--- config.mk ---
export PLATFORM = sky130hd
export DESIGN_NAME = adc_scan_sequencer
export DESIGN_NICKNAME = d
export VERILOG_FILES = /design/src/rtl/adc_scan_sequencer.sv
export SDC_FILE = /design/constraint.sdc
export NUM_CORES = 1
export LEC_CHECK = 0
export BUFFER_PORTS_ARGS = -buffer_cell sky130_fd_sc_hd__buf_4
export CAP_MARGIN = 20
export CORE_MARGIN = 4
export CORE_UTILIZATION = 50
export CTS_BUF_LIST = sky130_fd_sc_hd__clkbuf_4
export DETAILED_ROUTE_END_ITERATION = 10
export PLACE_DENSITY = 0.87
export SETUP_SLACK_MARGIN = 0.5
export SYNTH_ARGS = -nofsm -noshare
export SYNTH_HDL_FRONTEND = slang
export SYNTH_SLANG_ARGS = --single-unit
--- constraint.sdc ---
create_clock -name clk -period 2.25 [get_ports clk]
set_clock_uncertainty 0.15 [all_clocks]
set_input_delay 0.1125 -clock clk [delete_from_list [all_inputs] [get_ports clk]]
set_output_delay 0.1125 -clock clk [all_outputs]
set_load 0.01 [all_outputs]
--- src/rtl/adc_scan_sequencer.sv ---
module adc_scan_sequencer #(
  parameter int HALF_W = 16,
  localparam int NUM_IN = 2 * HALF_W,
  localparam int IDX_W = $clog2(NUM_IN)
) (
  input  logic             clk,
  input  logic             rst_n,
  input  logic [HALF_W-1:0] mask_lo,
  input  logic [HALF_W-1:0] mask_hi,
  input  logic             mask_wr,
  input  logic             scan_en,
  input  logic             alt_en,
  input  logic             advance,
  input  logic [IDX_W-1:0] sel_a,
  input  logic [IDX_W-1:0] sel_b,
  output logic [IDX_W-1:0] cur_idx,
  output logic             wrap
);

  logic [NUM_IN-1:0] mask;
  logic [IDX_W-1:0]  low_idx, above_idx, nxt_idx;
  logic              has_above, any_en, nxt_wrap;
  logic              scan_q, alt_q, use_b, use_b_n;
  logic              restart, alt_act;

  assign mask    = {mask_hi, mask_lo};
  assign any_en  = |mask;
  assign restart = scan_en & (mask_wr | ~scan_q);
  assign alt_act = alt_en & ~scan_en;
  assign use_b_n = (alt_act & alt_q) ? (use_b ^ advance) : 1'b0;

  always_comb begin
    low_idx   = '0;
    above_idx = '0;
    has_above = 1'b0;
    for (int i = NUM_IN - 1; i >= 0; i--) begin
      if (mask[i]) low_idx = IDX_W'(i);
      if (mask[i] && i > int'(cur_idx)) begin
        above_idx = IDX_W'(i);
        has_above = 1'b1;
      end
    end
  end

  always_comb begin
    nxt_idx  = cur_idx;
    nxt_wrap = 1'b0;
    if (scan_en) begin
      if (!any_en) nxt_idx = sel_a;
      else if (restart) nxt_idx = low_idx;
      else if (advance) begin
        if (has_above) nxt_idx = above_idx;
        else begin
          nxt_idx  = low_idx;
          nxt_wrap = 1'b1;
        end
      end
    end else if (alt_act) begin
      nxt_idx = use_b_n ? sel_b : sel_a;
    end else begin
      nxt_idx = sel_a;
    end
  end

  always_ff @(posedge clk) begin
    if (!rst_n) begin
      cur_idx <= '0;
      wrap    <= 1'b0;
      scan_q  <= 1'b0;
      alt_q   <= 1'b0;
      use_b   <= 1'b0;
    end else begin
      cur_idx <= nxt_idx;
      wrap    <= nxt_wrap;
      scan_q  <= scan_en;
      alt_q   <= alt_act;
      use_b   <= use_b_n;
    end
  end

  assert_wrap_cause_R3: assert property (@(posedge clk) disable iff (!rst_n)
    wrap |-> ($past(advance) && $past(scan_en)));

  assert_scan_hold_R4: assert property (@(posedge clk) disable iff (!rst_n)
    (scan_en && scan_q && !mask_wr && !advance && any_en) |=> $stable(cur_idx));

  assert_empty_mask_R5: assert property (@(posedge clk) disable iff (!rst_n)
    (scan_en && !any_en) |=> (cur_idx == $past(sel_a) && !wrap));

  assert_restart_nowrap_R6: assert property (@(posedge clk) disable iff (!rst_n)
    restart |=> !wrap);

  assert_plain_follows_a_R7: assert property (@(posedge clk) disable iff (!rst_n)
    (!scan_en && !alt_en) |=> (cur_idx == $past(sel_a) && !wrap));

endmodule

### Word level (Yosys, flattened, before mapping)

Cells that the tools add are included.

* bitwise logic cells: 10
* muxes and demuxes: 103
* eq/ne operators: 1
* reduce and logical (&&, ||, !) cells: 33
* $lt $le $gt $ge: 31

Operator list (count)
* $mux 5: 70
* $gt 5x5->1 const A: 16
* $gt 4x5->1 const A: 8
* $mux 1: 33
* $reduce_or 32->1: 1
* $logic_and 1x1->1: 31
* $gt 3x5->1 const A: 4
* $gt 2x5->1 const A: 2
* $gt 1x5->1 const A: 1
* $not 1->1: 5
* $reduce_or 5->1: 1
* $ne 4x3->1 const B: 1
* $and 1x1->1: 3
* $or 1x1->1: 1
* $xor 1x1->1: 1

* register bits: 9
* input bits: 48

### Longest topological paths before layout

* word-level depth: 38
* mapped depth: 10
* mapped depth without buffers: 7

### Worst setup path before layout

Ideal clock, no wire load.

* path type: reg2reg
* from: register cur_idx[4]
* to: register cur_idx[0]
* path slack: -151 ps
* arrival time: 2177 ps
* path buffers: 1
* required time: 2026 ps
* stages on the path, launching flop included: 9
* cell sequence: dfxtp_1 -> buf_2 -> nand3_4 -> o22a_1 -> a221o_1 -> nor4b_4 -> a21oi_2 -> a2111o_1 -> a31oi_1

* word-level cells in the longest chain between the ends: 38
* elaborated cells on any way between the ends: 129

RTL lines
* start: declaration: line 16 `output logic [IDX_W-1:0] cur_idx,`
* start signal: assignment: line 73 `cur_idx <= nxt_idx;`
* $gt 5x5->1: line 38 `if (mask[i] && i > int'(cur_idx)) begin`
* $logic_and 1x1->1: line 38
* $mux 5 or $mux 1 (tied branches) (31 in a row): line 38
* $mux 5 (*): line 52 `if (has_above) nxt_idx = above_idx;`
* $mux 5 (*): line 51 `else if (advance) begin`
* $mux 5 (*): line 50 `else if (restart) nxt_idx = low_idx;`
* $mux 5 (*): line 49 `if (!any_en) nxt_idx = sel_a;`
* $mux 5 (*): line 48 `if (scan_en) begin`

Mark *: on every way between the ends. The rest lies on a longest branch, timed or not. The select of a mux whose other input is x is not followed.
A chain may end at the register's enable or synchronous reset.

### Final worst setup path

* from: register cur_idx[2]
* to: register cur_idx[0]

Same word-level chain as after synthesis.

==> impl_metrics.toml <==
[drt]
drt_iter0_markers = 409
drc_errors = 0
vias = 3179
wl_mm = 9.21
drt_pass1_iterations = 5
wl_per_cell_um = 19.9
drt-vias-per-instance = 6.87
ant_nets = 0

[place]
pre_cts_slack_ps = -116
dp.cells = 440
port_buffers = 53
placed_area_mm2 = 0.00287
hpwl_mm = 6.50
finalWeightedCongestion = 1.07

[logic_synthesis]
syn_avg_cell_area_um2 = 6.77
syn_area_mm2 = 0.00197
ys_seq_area_frac = 0.0914
synth_edf_count = 0
yosysWarnings = 0
async_reset_ff_frac = 0
synth_area_leaders = "dfxtp_1 (9.1%), a21oi_1 (5.6%), nor2_1 (5.5%), o21ai_0 (4.3%), nand2_1 (4.0%)"
ys_ff_latch = 9
yosysTopAreaCell = "dfxtp_1"
ys.flop_type = "dfxtp_1"
syn_inst = 291
yosysTopAreaCellShare = 0.0914
synth_cell_types = 70
syn-num-nets = 339

[clock_network]
cts_sinks = 9
clk_latency_ps = 280
clock-root-buffer = "clkbuf_4"
htreeDepth = 1
clockBufferDepth = 2
cts_tree = "done"
cts.clk_slew.worst_paths_ps = 80
numCtsBuffers = 3

[worst_setup_path]
worst-setup-path-type = "flip-flop to flip-flop"
cp-end-kind = "flip-flop"
crit_slowest_cell = "or3b_2"
cp_top_family = "simple AND/OR/NAND/NOR gates"
slowest_delay_ps = 450
crit_fanout = 5
crit_chain = "buf_12 > buf_4 > or3b_2 > a21oi_1 > nor2_1 > nor4_2 > o21ai_0 > nand3_1 > a31oi_1"
worstPathArrival_ps = 2310
path_buf_inv = 2
critPathRequiredTime_ps = 2260
startpoint_type = "flip-flop"

[floorplanning]
io_pins = 54
start_util = 0.526
die_area_mm2 = 0.00501
die_w_um = 70.8
die_h_um = 70.8
core_area_mm2 = 0.00374
row_count = 22

[cells_and_area]
syn2layout_area_growth_pct = 59.2
instances_no_fill = 463
final_cell_area_mm2 = 0.00314
insertedDiodeCount = 0
num-fill-cells = 255
final_nets = 464
drive_above_1_share = 0.417
most-common-layout-cells = "buf_4 (128), nor2_1 (27), a21oi_1 (22)"
mostFrequentLayoutCell = "buf_4"

[sta]
tns_ps = -141
setup_slack_ps = -48.2
slew_headroom = 0.508
holdWs_ps = 87.0
tightest_slew_ps = 729
slew_violations = 0
period_share = 1.02
finalSetupViolations = 4
max_freq_mhz = 435
rsz0062_at_grt = "yes"
post-route-min-period_ps = 2300
hold_violations = 0

[global_route]
grt_first_pass_wirelength_mm = 13.7
grt_pass1_vias = 2828
grt-ovfl-total = 0
track_usage = 0.334
grt_max_degree = 17
antenna_found_initial = 0

[outcome]
violations = "negative setup slack"
status = "finished with violations"

[pwr]
max-vdd-ir-drop_v = 0.000139
power.density_mw_per_mm2 = 327
leakagePower_nw = 1.41

[run]
maxCapViolations = 0

[min_path]
worstHoldPathType = "primary input to flip-flop"
## cells by family (layout without fill, tap and decap cells)
group	count (synthesis)	after routing	synth area share
buffers and inverters	34	158	0.0800
multiplexers	7	7	0.0356
AO/OA/AOI/OAI	119	119	0.430
flip-flops	9	9	0.0914
XOR/XNOR	1	1	0.00445
AND/OR/NAND/NOR	120	120	0.354
adder cells (fa/ha/maj)	1	1	0.00508
## registers in the layout, summed over array words and instances (netlist names)
name,count
scan_q,1
use_b,1
cur_idx,5
alt_q,1
wrap,1
## path summary, 6_finish.rpt
check / start / end / slack, ps / cells after the start
worst max-delay path: cur_idx[2] / cur_idx[0] / -50 / 9
worst min-delay path: scan_en / alt_q / 90 / 2
worst max register to register: cur_idx[2] / cur_idx[0] / -50 / 9
worst min register to register: cur_idx[0] / cur_idx[0] / 690 / 3
## metal layers
layer	routed length, µm	share of wire	up-vias	global-route usage
li1	-	-	1402	-
met1	3360	0.36	1447	0.451
met2	4190	0.45	261	0.549
met3	1240	0.14	69	0.0554
met4	420	0.046	0	0.0919
met5	0	0	-	0
## what timing repair did
item | 4_1_cts | 5_1_grt
hold endpoints to repair | 6 | 0
cloned | 0 | 0
gates resized for setup | 11 | 8
setup endpoints to repair | 6 | 6
hold buffers | 3 | 0
pin swaps | 5 | 6
buffers inserted | 14 | 2
## final cells by class
type	count	area, µm²	area share
inverter	19	71.3	0.0227
clock buffer	3	22.5	0.00718
clock inverter	1	5.00	0.00160
sequential	9	199	0.0634
multi-input combinational	248	1730	0.553
tap	48	60.1	0.0191
timing repair buffer	135	1040	0.333
## cells in the mapped netlist (4+ instances only)
cell type and instances:
nor2_1 29, nand3_1 10, nor3_1 7, nand4_1 5, a31oi_1 7, o221ai_1 5
a21o_1 4, mux2i_1 7, inv_1 19, dfxtp_1 9, clkbuf_1 6, a21oi_1 22
a2bb2oi_1 5, o21bai_1 4, nand2_1 21, nand2b_1 4, o21ai_0 17, o21ai_1 5
nor4_1 7, or4_1 6, a211oi_1 7, nor2b_1 6, buf_4 5, o211ai_1 7
## per-stage QoR
step	total power (W)	util
after global routing	0.00107	0.838
after global placement	0.000786	0.767
after CTS	0.000970	0.824
final	0.00103	0.838
after detailed placement	0.000793	0.767
after floorplan	0.000507	-
## worst reg2reg max path: cells and delay by family, from the launching register on
family	cells	cell delay [ps]
buffers and inverters	2	270
flip-flops	1	360
AND/OR/NAND/NOR	4	950
AO/OA/AOI/OAI	3	440
## report_power, final
group | switching (W) | internal (W)
Clock | 0.0000695 | 0.0000659
Sequential | 0.0000331 | 0.000170
Combinational | 0.000352 | 0.000336
(Power assumes the default switching activity.)
